### config.mk
export PLATFORM = sky130hd
export DESIGN_NAME = pwr_level_ctrl
export DESIGN_NICKNAME = d
export VERILOG_FILES = /design/src/rtl/pwr_level_pkg.sv /design/src/rtl/pwr_settle_timer.sv /design/src/rtl/pwr_req_hold.sv /design/src/rtl/pwr_rail_decode.sv /design/src/rtl/pwr_level_ctrl.sv
export SDC_FILE = /design/constraint.sdc
export NUM_CORES = 1
export LEC_CHECK = 0
export BUFFER_PORTS_ARGS = -buffer_cell sky130_fd_sc_hd__buf_2
export CAP_MARGIN = 20
export CORE_MARGIN = 3
export CORE_UTILIZATION = 55
export CTS_CLUSTER_SIZE = 25
export DETAILED_ROUTE_END_ITERATION = 16
export PLACE_DENSITY = 0.86
export REMOVE_ABC_BUFFERS = 1
export SYNTH_ARGS = -nofsm -noshare
export SYNTH_HDL_FRONTEND = slang
export SYNTH_SLANG_ARGS = --single-unit
### constraint.sdc
create_clock -name clk_i -period 2.9 [get_ports clk_i]
set_input_delay 0.435 -clock clk_i [delete_from_list [all_inputs] [get_ports clk_i]]
set_output_delay 0.435 -clock clk_i [all_outputs]
set_load 0.01 [all_outputs]
### src/rtl/pwr_level_pkg.sv
package pwr_level_pkg;

    typedef enum logic [2:0] {
        ST_FULL  = 3'd0,
        ST_LVL2  = 3'd1,
        ST_LVL1  = 3'd2,
        ST_SLEEP = 3'd3,
        ST_RAMP  = 3'd4,
        ST_PSET  = 3'd5,
        ST_CSET  = 3'd6
    } pwr_state_e;

    localparam logic [1:0] MODE_FULL  = 2'b00;
    localparam logic [1:0] MODE_LVL2  = 2'b01;
    localparam logic [1:0] MODE_LVL1  = 2'b10;
    localparam logic [1:0] MODE_SLEEP = 2'b11;

    typedef struct packed {
        logic pll;
        logic periph;
        logic compute;
        logic ramp;
    } rail_t;

    function automatic pwr_state_e code_to_state(logic [1:0] code);
        case (code)
            MODE_LVL2:  return ST_LVL2;
            MODE_LVL1:  return ST_LVL1;
            MODE_SLEEP: return ST_SLEEP;
            default:    return ST_FULL;
        endcase
    endfunction

endpackage

### src/rtl/pwr_settle_timer.sv
module pwr_settle_timer #(
    parameter int unsigned W = 4
) (
    input  logic         clk_i,
    input  logic         rst_ni,
    input  logic         clr_i,
    input  logic [W-1:0] limit_i,
    output logic         last_o
);
    logic [W-1:0] cnt_d, cnt_q;

    always_comb begin
        cnt_d = cnt_q;
        if (clr_i) begin
            cnt_d = '0;
        end else if (!last_o) begin
            cnt_d = cnt_q + 1'b1;
        end
    end

    always_ff @(posedge clk_i or negedge rst_ni) begin
        if (!rst_ni) begin
            cnt_q <= '0;
        end else begin
            cnt_q <= cnt_d;
        end
    end

    assign last_o = (cnt_q == (limit_i - 1'b1));

endmodule

### src/rtl/pwr_req_hold.sv
module pwr_req_hold (
    input  logic       clk_i,
    input  logic       rst_ni,
    input  logic       req_i,
    input  logic [1:0] code_i,
    input  logic       capture_i,
    input  logic       clear_i,
    output logic       pend_o,
    output logic [1:0] pend_code_o
);
    typedef struct packed {
        logic       valid;
        logic [1:0] code;
    } hold_t;

    hold_t hold_d, hold_q;

    always_comb begin
        hold_d = hold_q;
        if (capture_i && req_i && (code_i != 2'b00)) begin
            hold_d.valid = 1'b1;
            hold_d.code  = code_i;
        end else if (clear_i) begin
            hold_d.valid = 1'b0;
            hold_d.code  = 2'b00;
        end
    end

    always_ff @(posedge clk_i or negedge rst_ni) begin
        if (!rst_ni) begin
            hold_q <= '0;
        end else begin
            hold_q <= hold_d;
        end
    end

    assign pend_o      = hold_q.valid;
    assign pend_code_o = hold_q.code;

endmodule

### src/rtl/pwr_rail_decode.sv
module pwr_rail_decode
    import pwr_level_pkg::*;
(
    input  pwr_state_e  state_i,
    input  logic [1:0]  origin_i,
    output rail_t       rail_o,
    output logic [1:0]  mode_o
);
    always_comb begin
        rail_o = '0;
        mode_o = MODE_FULL;
        case (state_i)
            ST_FULL: begin
                rail_o = '{pll: 1'b1, periph: 1'b1, compute: 1'b1, ramp: 1'b0};
                mode_o = MODE_FULL;
            end
            ST_LVL2: begin
                rail_o = '{pll: 1'b1, periph: 1'b1, compute: 1'b0, ramp: 1'b0};
                mode_o = MODE_LVL2;
            end
            ST_LVL1: begin
                rail_o = '{pll: 1'b1, periph: 1'b0, compute: 1'b0, ramp: 1'b0};
                mode_o = MODE_LVL1;
            end
            ST_SLEEP: begin
                rail_o = '0;
                mode_o = MODE_SLEEP;
            end
            ST_RAMP: begin
                rail_o = '{pll: 1'b1, periph: 1'b0, compute: 1'b0, ramp: 1'b1};
                mode_o = origin_i;
            end
            ST_PSET: begin
                rail_o = '{pll: 1'b1, periph: 1'b1, compute: 1'b0, ramp: 1'b0};
                mode_o = origin_i;
            end
            ST_CSET: begin
                rail_o = '{pll: 1'b1, periph: 1'b1, compute: 1'b1, ramp: 1'b0};
                mode_o = origin_i;
            end
            default: begin
                rail_o = '0;
                mode_o = MODE_SLEEP;
            end
        endcase
    end

endmodule

### src/rtl/pwr_level_ctrl.sv
module pwr_level_ctrl
    import pwr_level_pkg::*;
#(
    parameter int unsigned PERI_SETTLE = 4,
    parameter int unsigned COMP_SETTLE = 3
) (
    input  logic       clk_i,
    input  logic       rst_ni,
    input  logic       lvl_req_i,
    input  logic [1:0] lvl_code_i,
    input  logic       wake_i,
    input  logic       pll_lock_ack_i,
    output logic       pll_en_o,
    output logic       periph_en_o,
    output logic       compute_en_o,
    output logic       pll_ramp_req_o,
    output logic [1:0] mode_o
);
    localparam int unsigned MAX_SETTLE = (PERI_SETTLE > COMP_SETTLE) ? PERI_SETTLE : COMP_SETTLE;
    localparam int unsigned CNT_W      = $clog2(MAX_SETTLE + 1);
    localparam logic [CNT_W-1:0] PERI_LIM = CNT_W'(PERI_SETTLE);
    localparam logic [CNT_W-1:0] COMP_LIM = CNT_W'(COMP_SETTLE);

    typedef struct packed {
        pwr_state_e state;
        logic [1:0] origin;
    } fsm_t;

    fsm_t fsm_d, fsm_q;

    logic             pend;
    logic [1:0]       pend_code;
    logic             capture;
    logic             clear;
    logic             new_req;
    logic             eff_req;
    logic [1:0]       eff_code;
    logic             timer_clr;
    logic             timer_last;
    logic [CNT_W-1:0] timer_limit;
    rail_t            rail;

    assign new_req  = lvl_req_i && (lvl_code_i != 2'b00);
    assign eff_req  = new_req || pend;
    assign eff_code = new_req ? lvl_code_i : pend_code;

    always_comb begin
        fsm_d   = fsm_q;
        capture = 1'b0;
        clear   = 1'b0;
        case (fsm_q.state)
            ST_FULL: begin
                if (eff_req) begin
                    fsm_d.state = code_to_state(eff_code);
                    clear       = 1'b1;
                end
            end
            ST_LVL2, ST_LVL1, ST_SLEEP: begin
                if (wake_i) begin
                    capture      = 1'b1;
                    fsm_d.origin = mode_o;
                    if (fsm_q.state == ST_SLEEP) begin
                        fsm_d.state = ST_RAMP;
                    end else if (fsm_q.state == ST_LVL1) begin
                        fsm_d.state = ST_PSET;
                    end else begin
                        fsm_d.state = ST_CSET;
                    end
                end else if (eff_req && (eff_code > mode_o)) begin
                    fsm_d.state = code_to_state(eff_code);
                end
            end
            ST_RAMP: begin
                capture = 1'b1;
                if (pll_lock_ack_i) begin
                    fsm_d.state = ST_PSET;
                end
            end
            ST_PSET: begin
                capture = 1'b1;
                if (timer_last) begin
                    fsm_d.state = ST_CSET;
                end
            end
            ST_CSET: begin
                capture = 1'b1;
                if (timer_last) begin
                    fsm_d.state  = ST_FULL;
                    fsm_d.origin = MODE_FULL;
                end
            end
            default: begin
                fsm_d.state  = ST_FULL;
                fsm_d.origin = MODE_FULL;
            end
        endcase
    end

    always_ff @(posedge clk_i or negedge rst_ni) begin
        if (!rst_ni) begin
            fsm_q <= '{state: ST_FULL, origin: MODE_FULL};
        end else begin
            fsm_q <= fsm_d;
        end
    end

    assign timer_clr   = (fsm_d.state != fsm_q.state);
    assign timer_limit = (fsm_q.state == ST_PSET) ? PERI_LIM : COMP_LIM;

    pwr_settle_timer #(
        .W (CNT_W)
    ) u_timer (
        .clk_i   (clk_i),
        .rst_ni  (rst_ni),
        .clr_i   (timer_clr),
        .limit_i (timer_limit),
        .last_o  (timer_last)
    );

    pwr_req_hold u_hold (
        .clk_i       (clk_i),
        .rst_ni      (rst_ni),
        .req_i       (lvl_req_i),
        .code_i      (lvl_code_i),
        .capture_i   (capture),
        .clear_i     (clear),
        .pend_o      (pend),
        .pend_code_o (pend_code)
    );

    pwr_rail_decode u_decode (
        .state_i  (fsm_q.state),
        .origin_i (fsm_q.origin),
        .rail_o   (rail),
        .mode_o   (mode_o)
    );

    assign pll_en_o       = rail.pll;
    assign periph_en_o    = rail.periph;
    assign compute_en_o   = rail.compute;
    assign pll_ramp_req_o = rail.ramp;

endmodule

==> flow_summary.ini, run 1 <==
[setup_path]
cp_num_buf_inv = 0
crit_family = simple AND/OR/NAND/NOR gates
reg2reg_slack_ns = 0.46
worstSetupPathType = reg -> reg
crit_path_max_incr_delay_ns = 0.53
worst_r2r_path_depth = 8
required_ns = 3.11
r2r-start = fsm_q[2]
arrival_ns = 2.65
crit_path_top_delay_cell = dfrtp_1
cp_max_fo = 10
worstReg2RegEnd = fsm_q[3]
cp-start-kind = register
cp_cell_sequence = nand2b_1 > a22oi_1 > ha_1 > nor2b_1 > o221ai_2 > or4_1 > o211a_1 > o21ai_1
critPathCaptureType = register

[place]
hpwl_um = 1500
globalplace.congestion = 0.936
port_buffers = 12
placedCellCount = 126

[clock_tree]
cts_max_path_buffers = 2
postCtsSetupRepairBufs = 0
clock_latency_ns = 0.28
cts_tree = built
cts_sinks = 11
cts_resized = 0
cts_buffers = 3
cts-htree-levels = 1
clk_pin_slew_ns = 0.08
cts_root_buf = clkbuf_4
ctsHoldBuffers = 0

[power_and_ir_drop]
irDropWorstVdd_mv = 0.631
internal_power_uw = 621
leakage_uw = 0.000450
pwr-share-clk_pct = 9.0
power_density_nw_per_um2 = 1270
power_frac_comb_pct = 66.0
power_frac_seq_pct = 25.1
netSwitchingFraction_pct = 49.8
p_sw_uw = 616

[sta]
fin_crit_ns = 2.44
setup_violations = 0
finalSetupTns_ns = 0
fin_worst_skew_ns = 0.00615
report.final.slew_viol_count = 0
tightestPinTransition_ns = 0.646
relSlewSlack_pct = 56.8
hold_violations = 0
finalCritPeriodShare_pct = 84.1
rsz0062_at_grt = no
max_freq_mhz = 410

[routing]
antenna_left = 0
vias = 809
post-route-drc-count = 0
initialDrtViolationCount = 35
drt_first_pass_iters = 4
vias_per_cell = 6.22
wirelength_um = 2020
wl_per_cell_um = 15.5

[layout]
area_growth_syn_to_layout_pct = 12.3
layout.nets = 126
instances_no_fill = 130
drive_gt1_share_pct = 19.1
antenna_cells = 0
fillers = 105
ff_latch_area_um2 = 275
multi_input_area_um2 = 552

[synthesis]
ys_seq_area_share_pct = 31.7
synth_area_leaders = dfrtp_1 (32%), ha_1 (4.3%), nand2_1 (4.3%)
syn_inst = 101
yosysTopAreaCellShare_pct = 31.7
synthFlopType = dfrtp_1
synth-edff-count = 0
synth_seq_cells = 11
synth_area_um2 = 867
ys_warn_count = 0
yosysTopAreaCell = dfrtp_1
async_flop_share_pct = 100
synthDistinctLibCells = 41
syn_avg_cell_area_um2 = 8.58

[outcome]
status = complete, no violations

[floorplanning]
dieArea_um2 = 2090
die_w_um = 45.7
die_y_um = 45.7
coreArea_um2 = 1380
ioPinCount = 13
rows = 13
start_util_pct = 62.7

[global_routing]
grt_usage_pct = 24.0
grt_pass1_vias = 785
overflow = 0
grt_pass1_wl_um = 3580
antenna_found_initial = 0
grt_max_degree = 14

[worst_hold_path]
hp-class = in -> async

[flow_run]
maxCapViolCount = 0
==> placed cells by master, fill, tap and decap left out, types with 3 or more instances in the layout <==
cell type / instances
ha_1: 3
o21a_1: 4
buf_4: 3
nor2_1: 8
a21oi_1: 6
nor4_1: 3
nor2b_1: 4
buf_2: 12
a21o_1: 3
dfrtp_1: 11
clkbuf_4: 3
inv_1: 5
nand2_1: 10
==> area by class of cell <==
class	count	share of cell area, %
clock buffers	4	2.70
repair buffers	15	8.48
multi-input cells	80	56.7
flip-flops and latches	11	28.3
inverters	5	1.93
well taps	15	1.93
==> synthesized netlist by cell type (all sizes together) (3+ instances only) <==
library cell / n
dfrtp: 11
nand2: 10
nor2: 8
a21oi: 6
inv: 5
nor2b: 4
o21a: 4
a21o: 3
buf: 3
ha: 3
nor4: 3
o21ai: 3
o221ai: 3
==> power by group through the flow <==
stage          logic, uW  registers, uW  clock network, uW
5_1_grt              915            322                124
4_1_cts              814            308                113
2_1_floorplan        566            317                  0
3_5_place_dp         806            309                  0
3_3_place_gp         776            303                  0
6_report             816            310                111
==> metal layers <==
metal  global-route usage [%]  routed length (um)  up-vias
li1                         -                   -      408
met1                     33.6                 891      370
met2                     35.1                 936       29
met3                     5.14                 153        2
met4                     11.4                  33        0
met5                        0                   0        -
==> cells by family after synthesis <==
group                      share of synthesized area (%)
and+or+nand+nor                                     21.8
adders and majority gates                           4.33
muxes                                               2.31
DFF                                                 31.7
AOI/OAI and AO/OA                                   33.2
xor gates and xnor gates                            2.02
buffers and inverters                               4.62
==> how the worst max path moves through the flow <==
stage               depth (start not counted)                to  startpoint  slack, ns
global route                                8  u_timer.cnt_q[1]    fsm_q[4]       0.20
finish                                      8          fsm_q[3]    fsm_q[2]       0.46
floorplan                                   8          fsm_q[3]    fsm_q[4]       0.55
global placement                           10          fsm_q[3]   lvl_req_i       0.39
CTS                                         8  u_timer.cnt_q[1]    fsm_q[2]       0.47
detailed placement                         10          fsm_q[3]   lvl_req_i       0.33
==> worst register-to-register path, delay by kind of cell, from the launching register on <==
family	cells	cell delay [ns]
simple gates	3	0.96
compound gates	4	0.58
flops	1	0.53
fa+ha+maj	1	0.32
==> stage by stage <==
step | util, % | total power, uW | area [um^2] | setup WS [ns] | hold slack, ns
3_3_place_gp | 68.5 | 1080 | 947 | 0.388 | 0.314
2_1_floorplan | - | 884 | 846 | 0.547 | 0.139
5_1_grt | 70.4 | 1360 | 973 | 0.200 | 0.00471
3_5_place_dp | 68.5 | 1120 | 947 | 0.328 | 0.316
4_1_cts | 70.4 | 1240 | 973 | 0.466 | 0.00824
6_report | 70.4 | 1240 | 973 | 0.460 | 0.00790
==> sequential cells by signal, indices dropped and copies added, names as in the netlist <==
name,cells
u_hold.pend_code_o,2
u_timer.cnt_q,3
fsm_q,5
u_hold.pend_o,1
Power figures use the tool's default switching activity.
==> run 2: changes to the inputs <==
- clock period: 2.9 -> 2.51 ns (I/O delays scaled with it)
==> flow_summary.ini, run 2 (synthesis results as in run 1) <==
[power_and_ir_drop]
power_frac_comb_pct = 67.1
pwr-share-clk_pct = 8.7
netSwitchingFraction_pct = 50.4
internal_power_uw = 740
p_sw_uw = 751
power_frac_seq_pct = 24.2
irDropWorstVdd_mv = 0.771
power_density_nw_per_um2 = 1480
leakage_uw = 0.000471

[setup_path]
worst_r2r_path_depth = 9
worstSetupPathType = reg -> reg
arrival_ns = 2.54
cp-start-kind = register
critPathCaptureType = register
worstReg2RegEnd = fsm_q[3]
crit_path_max_incr_delay_ns = 0.49
crit_family = simple AND/OR/NAND/NOR gates
reg2reg_slack_ns = 0.18
crit_path_top_delay_cell = or4_1
cp_max_fo = 13
required_ns = 2.72
cp_num_buf_inv = 1
cp_cell_sequence = buf_4 > nand2_1 > o21ai_0 > ha_1 > nor2b_1 > o221ai_2 > or4_1 > o211a_1 > o21ai_1
r2r-start = fsm_q[4]

[clock_tree]
cts_root_buf = clkbuf_4
cts-htree-levels = 1
clock_latency_ns = 0.29
postCtsSetupRepairBufs = 0
cts_sinks = 11
cts_buffers = 3
cts_resized = 0
clk_pin_slew_ns = 0.08
cts_max_path_buffers = 2
ctsHoldBuffers = 1
cts_tree = built

[place]
hpwl_um = 1730
placedCellCount = 129
place_ws_ns = 0.0148
placed_area_um2 = 970
port_buffers = 12
globalplace.congestion = 0.882

[layout]
regMostFlops = fsm_q
final_common_cell = buf_2
drive_gt1_share_pct = 21.8
instances_no_fill = 134
antenna_cells = 0
finish.utilization_pct = 72.9
layout.nets = 130
fillers = 110
largest_reg_flops = 5
area_growth_syn_to_layout_pct = 16.2
final_area_um2 = 1010
final_cell_mix = buf_2 (12), dfrtp_1 (11), nand2_1 (10)

[routing]
drt_first_pass_iters = 4
vias_per_cell = 6.66
initialDrtViolationCount = 46
wirelength_um = 2290
antenna_left = 0
wl_per_cell_um = 17.1
post-route-drc-count = 0
vias = 893

[sta]
max_freq_mhz = 430
fin_crit_ns = 2.33
report.final.slew_viol_count = 0
finalSetupTns_ns = 0
relSlewSlack_pct = 54.0
setup_ws_ns = 0.183
fin_worst_skew_ns = 0.00342
setup_violations = 0
rsz0062_at_grt = no
finalCritPeriodShare_pct = 92.7
hold_violations = 0
tightestPinTransition_ns = 0.689

[worst_hold_path]
holdPathStages = 2
hp-class = in -> reg
holdCritStartpoint = lvl_code_i[0]
min_to = u_hold.pend_code_o[0]

[floorplanning]
dieArea_um2 = 2090
die_y_um = 45.7
rows = 13
coreArea_um2 = 1380
start_util_pct = 62.7
die_w_um = 45.7
ioPinCount = 13

[global_routing]
grt_pass1_vias = 799
grt_max_degree = 14
grt_pass1_wl_um = 3710
overflow = 0
antenna_found_initial = 0
grt_usage_pct = 25.7

[flow_run]
maxCapViolCount = 0

[outcome]
status = complete, no violations
==> run 2: cell count changes in the layout (fill, tap and decap cells not counted) <==
cell	before	now
buf_4	3	6
dlygate4sd3_1	0	1
clkbuf_1	1	0
clkinv_2	0	1
==> run 2: power groups by stage <==
stage          logic [uW]  registers [uW]  clock network, uW
2_1_floorplan         654             367                  0
3_3_place_gp          937             348                  0
3_5_place_dp          980             360                  0
4_1_cts               985             356                133
5_1_grt              1100             368                143
6_report             1000             360                130
==> run 2: worst max path at each step <==
stage | end | from | cells past startpoint
6_report | fsm_q[3] | fsm_q[4] | 9
5_1_grt | u_timer.cnt_q[0] | fsm_q[4] | 9
4_1_cts | fsm_q[3] | u_hold.pend_code_o[1] | 8
3_5_place_dp | fsm_q[3] | lvl_code_i[1] | 10
3_3_place_gp | fsm_q[3] | lvl_req_i | 10
2_1_floorplan | fsm_q[3] | fsm_q[4] | 8
==> run 2: area by class of cell <==
cell class | count | area (um^2) | area share (%)
clock inverter | 1 | 5.00 | 0.497
sequential | 11 | 275 | 27.3
clock buffer | 3 | 22.5 | 2.24
tap | 15 | 18.8 | 1.86
multi-input combinational | 80 | 552 | 54.8
inverter | 5 | 18.8 | 1.86
timing repair buffer | 19 | 115 | 11.4
==> run 2: per-stage QoR <==
stage / hold WS, ns / power (uW)
2_1_floorplan: 0.0809 / 1020
3_3_place_gp: 0.258 / 1280
3_5_place_dp: 0.263 / 1340
4_1_cts: 0.352 / 1470
5_1_grt: 0.359 / 1610
6_report: 0.358 / 1490
==> run 2: worst register-to-register path: stages (launching register included) <==
cell and delay [ns]:
dfrtp_1 0.44, buf_4 0.21, nand2_1 0.08, o21ai_0 0.14
ha_1 0.23, nor2b_1 0.20, o221ai_2 0.19, or4_1 0.49
o211a_1 0.14, o21ai_1 0.13
==> run 2: routing by layer <==
metal	vias up	track usage, %	share of wire, %
met5	-	0	0
met4	0	13.6	2.7
met3	9	5.93	7.8
met2	48	39.6	45
met1	420	33.1	45
li1	416	-	-
